===== src/rtl/dram_route_pkg.sv =====
package dram_route_pkg;
   localparam int WORD_W     = 32;
   localparam int PAGE_MSB   = 31;
   localparam int PAGE_LSB   = 16;
   localparam int FIELD_LSB  = 8;
   localparam int NODE_W     = 3;
   localparam int ILV_W      = 3;
   localparam int ILV_ALSB   = 12;
   localparam logic [WORD_W-1:0] LOWER_KEEP = 32'hFFFF_0703;
   localparam logic [WORD_W-1:0] UPPER_KEEP = 32'hFFFF_0707;

   typedef struct packed {
      logic             legal;
      logic [ILV_W-1:0] mask;
   } ilv_dec_t;

   function automatic ilv_dec_t ilv_decode(input logic [ILV_W-1:0] code);
      ilv_dec_t d;
      case (code)
         3'b000:  d = '{legal: 1'b1, mask: 3'b000};
         3'b001:  d = '{legal: 1'b1, mask: 3'b001};
         3'b011:  d = '{legal: 1'b1, mask: 3'b101};
         3'b111:  d = '{legal: 1'b1, mask: 3'b111};
         default: d = '{legal: 1'b0, mask: 3'b000};
      endcase
      return d;
   endfunction
endpackage


===== src/rtl/dram_route_regs.sv =====
module dram_route_regs
   import dram_route_pkg::*;
#(
   parameter int NUM_RANGES = 8,
   parameter int IDX_W      = 3
) (
   input  logic                              clk,
   input  logic                              rst_n,
   input  logic                              wr_en,
   input  logic                              wr_limit,
   input  logic [IDX_W-1:0]                  wr_idx,
   input  logic [WORD_W-1:0]                 wr_data,
   input  logic [IDX_W-1:0]                  rd_idx,
   input  logic                              rd_limit,
   output logic [NUM_RANGES-1:0][WORD_W-1:0] lower_q,
   output logic [NUM_RANGES-1:0][WORD_W-1:0] upper_q,
   output logic [WORD_W-1:0]                 rd_data
);
   for (genvar i = 0; i < NUM_RANGES; i++) begin : g_slot
      logic sel;
      assign sel = wr_en && (wr_idx == IDX_W'(i));
      always_ff @(posedge clk or negedge rst_n) begin
         if (!rst_n) begin
            lower_q[i] <= '0;
            upper_q[i] <= '0;
         end else if (sel) begin
            if (wr_limit) upper_q[i] <= wr_data & UPPER_KEEP;
            else          lower_q[i] <= wr_data & LOWER_KEEP;
         end
      end
   end

   always_comb begin
      rd_data = '0;
      for (int i = 0; i < NUM_RANGES; i++) begin
         if (rd_idx == IDX_W'(i)) rd_data = rd_limit ? upper_q[i] : lower_q[i];
      end
   end
endmodule


===== src/rtl/dram_route_match.sv =====
module dram_route_match
   import dram_route_pkg::*;
#(
   parameter int PAGE_W = 16
) (
   input  logic [WORD_W-1:0] lower_w,
   input  logic [WORD_W-1:0] upper_w,
   input  logic [PAGE_W-1:0] page,
   input  logic [ILV_W-1:0]  ilv_bits,
   input  logic              is_write,
   output logic              hit
);
   ilv_dec_t   dec;
   logic       in_range;
   logic       kind_ok;
   logic       ilv_ok;

   always_comb begin
      dec      = ilv_decode(lower_w[FIELD_LSB +: ILV_W]);
      in_range = (page >= lower_w[PAGE_MSB -: PAGE_W]) && (page <= upper_w[PAGE_MSB -: PAGE_W]);
      kind_ok  = is_write ? lower_w[1] : lower_w[0];
      ilv_ok   = dec.legal && (((ilv_bits ^ upper_w[FIELD_LSB +: ILV_W]) & dec.mask) == '0);
      hit      = in_range && kind_ok && ilv_ok;
   end
endmodule


===== src/rtl/dram_route_arb.sv =====
module dram_route_arb #(
   parameter int NUM_RANGES = 8,
   parameter int IDX_W      = 3
) (
   input  logic [NUM_RANGES-1:0] hits,
   output logic                  found,
   output logic [IDX_W-1:0]      idx
);
   always_comb begin
      found = |hits;
      idx   = '0;
      for (int i = NUM_RANGES - 1; i >= 0; i--) begin
         if (hits[i]) idx = IDX_W'(i);
      end
   end
endmodule


===== src/rtl/dram_route_top.sv =====
module dram_route_top
   import dram_route_pkg::*;
#(
   parameter int NUM_RANGES = 8,
   parameter int ADDR_W     = 40,
   parameter int GRAN_LSB   = 24
) (
   input  logic                          clk,
   input  logic                          rst_n,
   input  logic                          cfg_wr_en,
   input  logic                          cfg_wr_limit,
   input  logic [$clog2(NUM_RANGES)-1:0] cfg_wr_idx,
   input  logic [31:0]                   cfg_wr_data,
   input  logic [$clog2(NUM_RANGES)-1:0] cfg_rd_idx,
   input  logic                          cfg_rd_limit,
   output logic [31:0]                   cfg_rd_data,
   input  logic                          req_valid,
   input  logic                          req_write,
   input  logic [ADDR_W-1:0]             req_addr,
   output logic                          rsp_valid,
   output logic                          rsp_hit,
   output logic [2:0]                    rsp_node,
   output logic [$clog2(NUM_RANGES)-1:0] rsp_idx
);
   localparam int IDX_W  = $clog2(NUM_RANGES);
   localparam int PAGE_W = ADDR_W - GRAN_LSB;

   if (NUM_RANGES < 2) begin : g_bad_n
      $error("NUM_RANGES must be at least 2");
   end
   if (PAGE_W != PAGE_MSB - PAGE_LSB + 1) begin : g_bad_page
      $error("ADDR_W - GRAN_LSB must equal the 16-bit page field");
   end
   if (GRAN_LSB <= ILV_ALSB + ILV_W - 1) begin : g_bad_gran
      $error("granule must lie above the interleave bits");
   end

   logic [NUM_RANGES-1:0][WORD_W-1:0] lower_q;
   logic [NUM_RANGES-1:0][WORD_W-1:0] upper_q;
   logic [NUM_RANGES-1:0]             hits;
   logic                              found;
   logic [IDX_W-1:0]                  win_idx;
   logic [PAGE_W-1:0]                 page;
   logic [ILV_W-1:0]                  ilv_bits;

   assign page     = req_addr[ADDR_W-1 -: PAGE_W];
   assign ilv_bits = req_addr[ILV_ALSB +: ILV_W];

   dram_route_regs #(.NUM_RANGES(NUM_RANGES), .IDX_W(IDX_W)) u_regs (
      .clk     (clk),
      .rst_n   (rst_n),
      .wr_en   (cfg_wr_en),
      .wr_limit(cfg_wr_limit),
      .wr_idx  (cfg_wr_idx),
      .wr_data (cfg_wr_data),
      .rd_idx  (cfg_rd_idx),
      .rd_limit(cfg_rd_limit),
      .lower_q (lower_q),
      .upper_q (upper_q),
      .rd_data (cfg_rd_data)
   );

   for (genvar i = 0; i < NUM_RANGES; i++) begin : g_win
      dram_route_match #(.PAGE_W(PAGE_W)) u_match (
         .lower_w (lower_q[i]),
         .upper_w (upper_q[i]),
         .page    (page),
         .ilv_bits(ilv_bits),
         .is_write(req_write),
         .hit     (hits[i])
      );
   end

   dram_route_arb #(.NUM_RANGES(NUM_RANGES), .IDX_W(IDX_W)) u_arb (
      .hits (hits),
      .found(found),
      .idx  (win_idx)
   );

   always_ff @(posedge clk or negedge rst_n) begin
      if (!rst_n) begin
         rsp_valid <= 1'b0;
         rsp_hit   <= 1'b0;
         rsp_node  <= '0;
         rsp_idx   <= '0;
      end else begin
         rsp_valid <= req_valid;
         if (req_valid && found) begin
            rsp_hit  <= 1'b1;
            rsp_node <= upper_q[win_idx][NODE_W-1:0];
            rsp_idx  <= win_idx;
         end else begin
            rsp_hit  <= 1'b0;
            rsp_node <= '0;
            rsp_idx  <= '0;
         end
      end
   end
endmodule


===== config.mk =====
export PLATFORM = sky130hd
export DESIGN_NAME = dram_route_top
export DESIGN_NICKNAME = d
export VERILOG_FILES = /design/src/rtl/dram_route_pkg.sv /design/src/rtl/dram_route_regs.sv /design/src/rtl/dram_route_match.sv /design/src/rtl/dram_route_arb.sv /design/src/rtl/dram_route_top.sv
export SDC_FILE = /design/constraint.sdc
export NUM_CORES = 1
export LEC_CHECK = 0
export BUFFER_PORTS_ARGS = -buffer_cell sky130_fd_sc_hd__buf_2
export CORE_MARGIN = 2
export CORE_UTILIZATION = 55
export CTS_CLUSTER_DIAMETER = 80
export DETAILED_ROUTE_END_ITERATION = 16
export HOLD_SLACK_MARGIN = 0.06
export PLACE_DENSITY = 0.73
export SLEW_MARGIN = 25
export SYNTH_ARGS = -nofsm -noshare
export SYNTH_HDL_FRONTEND = slang
export SYNTH_SLANG_ARGS = --single-unit
export TNS_END_PERCENT = 10

===== constraint.sdc =====
create_clock -name clk -period 3.9 [get_ports clk]
set_clock_uncertainty 0.05 [all_clocks]
set_input_delay 0.78 -clock clk [delete_from_list [all_inputs] [get_ports clk]]
set_output_delay 0.78 -clock clk [all_outputs]
set_load 0.005 [all_outputs]

==> flow_summary.json <==
{
  "synth_ff_type": "dfrtp_1",
  "fin_crit_sh": 0.933,
  "rows": 74,
  "synthesis.area_um2": 22700,
  "synth_edf_count": 0,
  "synth_largest_area_cell": "dfrtp_1",
  "track_usage": 0.314,
  "h-tree-depth": 2,
  "slowest_stage": "a2111oi_0",
  "postSynthCellCount": 2284,
  "peakVddDrop_mv": 0.404,
  "die_h_um": 207,
  "p_total_mw": 13.3,
  "setup_viol": 0,
  "cts_hold_buf": 0,
  "clk_pin_slew_ps": 60,
  "grt-ovfl-total": 0,
  "drive_gt1_frac": 0.200,
  "drtAntennaViolNets": 0,
  "rsz0062_at_grt": "false",
  "core_area_um2": 40700,
  "drc": 0,
  "maxSlewHeadroom": 0.340,
  "min_path_type": "in -> async",
  "gp_congestion": 0.931,
  "die_w_um": 207,
  "ys_ff_latch": 352,
  "io_pins": 125,
  "worstPathMaxFanout": 4,
  "async_reset_ff_frac": 1.00,
  "synth.avg_cell_area_um2": 9.92,
  "path_buf_inv": 3,
  "fin_area_um2": 25800,
  "hold_violations": 0,
  "end_kind": "flop",
  "cts_buffer_depth": 3,
  "synth_cell_type_count": 67,
  "grt_antenna_before_repair": 2,
  "fp.dieArea_um2": 42800,
  "dp_cells": 2925,
  "drv_cap": 0,
  "cpPeakStageDelay_ps": 500,
  "routed_wl_mm": 65.5,
  "crit_type": "in -> reg",
  "final_core_util": 0.634,
  "fmax_mhz": 275,
  "cts_tree": "yes",
  "numCtsBuffers": 41,
  "n_fill_cell": 3360,
  "crit_required_ps": 4280,
  "ys.warnings.count": 0,
  "vias_per_cell": 5.97,
  "synth.top_cell.area_share": 0.389,
  "final_max_slew_viol_count": 0,
  "cts_setup_buffers": 0,
  "grt_first_pass_wirelength_mm": 103,
  "postPlaceCellArea_um2": 24400,
  "cts_resized": 0,
  "worst_slew_pin_slew_ps": 988,
  "layout.nets": 2777,
  "grt_pass1_vias": 18600,
  "fin_crit_ps": 3640,
  "cts_sinks": 352,
  "instances_no_fill": 3001,
  "firstDrtPassIters": 5,
  "dp_hpwl_mm": 48.9,
  "start_util": 0.556,
  "cp.arrival_ps": 4020,
  "wire_per_inst_um": 21.8,
  "cp_top_family": "compound AO/OA/AOI/OAI gates",
  "startpoint_type": "primary input",
  "path_cells": "buf_2 -> inv_1 -> ha_1 -> nand2b_1 -> a2111oi_0 -> buf_4 -> o21a_1 -> a31oi_1 -> o221a_2 -> o221a_4 -> nor2_4 -> a41o_1 -> a221oi_1 -> or3_1",
  "leakage_nw": 12.5,
  "numPortBuffers": 83,
  "ys_top_cells_by_area": "dfrtp_1, ha_1, mux2_2",
  "ys_seq_area_frac": 0.389,
  "power.density_nw_per_um2": 516,
  "cts_root_buf": "clkbuf_16",
  "clock_latency_ps": 560,
  "first_iter_violations": 1276,
  "syn2layout_area_growth_pct": 14.1,
  "outcome": "complete, no violations",
  "grt_max_degree": 86,
  "vias": 17900
}
layout by cell type, fill, tap and decap left out, drive strengths merged, types with 4 or more instances in the layout:
cell type,netlist,layout
dfrtp,352,352
inv,256,257
ha,256,256
nand2,220,220
buf,33,218
mux2,192,192
o21ai,187,187
mux2i,181,181
a21oi,72,72
clkbuf,85,65
o22ai,64,64
nand4,41,41
nand3,33,33
nor2,33,33
nor3,27,27
o221ai,26,26
a21o,22,22
nand2b,19,19
xnor2,16,16
o211ai,14,14
a211oi,14,14
a221o,12,12
nor2b,12,12
o21a,11,11
a21boi,11,11
conb,1,10
xor2,8,8
nor4,8,8
a221oi,8,8
and2,6,6
or3,6,6
a31oi,6,6
and4,5,5
bufinv,0,5
nand3b,4,4
a211o,4,4
clkinv,0,4
sequential cells by signal, indices dropped and copies added (netlist names):
name / flops
u_regs.upper_q: 176
u_regs.lower_q: 168
rsp_idx: 3
rsp_node: 3
rsp_hit: 1
rsp_valid: 1
cell families after synthesis:
| logic type | synth area share |
|---|---|
| compound gates | 0.135 |
| xor+xnor | 0.00928 |
| fa+ha+maj | 0.141 |
| buf+inv | 0.0642 |
| flops | 0.389 |
| mux | 0.175 |
| other cells | 0.000165 |
| simple gates | 0.0857 |
per-layer routing:
metal / track usage / up-vias / wire, um
met4: 0.179 / 2 / 4250
met1: 0.403 / 8721 / 27300
li1: - / 8434 / -
met2: 0.513 / 557 / 30500
met3: 0.0378 / 204 / 3370
met5: 0 / - / 11
where the power goes:
part	leakage [nW]	internal, mW	total [mW]	switching [mW]
Sequential	4.28	4.52	5.13	0.612
Clock	0.701	2.52	4.08	1.56
Combinational	7.55	1.91	4.13	2.22
Total	12.5	8.96	13.3	4.39
path summary, 6_finish.rpt:
kind	from	endpoint	slack (ps)	cells past startpoint
max	req_addr[24]	rsp_node[0]	260	14
min	rst_n	u_regs.upper_q[216]	180	1
max reg2reg	u_regs.lower_q[176]	rsp_node[0]	420	12
min reg2reg	u_regs.lower_q[148]	u_regs.lower_q[148]	480	1
max in group asynchronous	rst_n	u_regs.upper_q[98]	2670	2
min in group clk	req_valid	rsp_valid	380	1
cells in the mapped netlist (5+ instances only):
library cell and number:
or3_1 6, o21a_1 11, xor2_1 8, clkbuf_1 85, and4_1 5, o21ai_0 187
nor3_1 27, a21oi_1 72, and2_1 6, a221o_1 12, buf_1 18, nand2b_1 19
nor4_1 8, ha_1 256, buf_4 10, nor2b_1 12, nor2_1 32, nand3_1 33
inv_1 256, o22ai_1 64, mux2i_1 181, a221oi_1 7, a21o_1 22, a211oi_1 13
a31oi_1 5, a21boi_0 9, o211ai_1 14, dfrtp_1 352, nand4_1 41, nand2_1 220
mux2_2 192, o221ai_1 26, xnor2_1 16
through the flow:
step	setup slack, ps	hold slack, ps	setup TNS, ps
floorplan	197	434	0
global placement	-223	462	-461
detailed placement	-284	468	-767
CTS	264	211	0
global route	53.5	241	0
finish	262	185	0
layout make-up:
class,count,area [um2],area share
multi-input cells,1567,12500,0.482
flip-flops and latches,352,8810,0.341
repair buffers,218,1520,0.0590
clock buffers,65,1250,0.0483
inverters,256,961,0.0372
well taps,532,666,0.0258
clock inverters,10,179,0.00692
diodes,1,2.50,0.0000968
(Power assumes the default switching activity.)
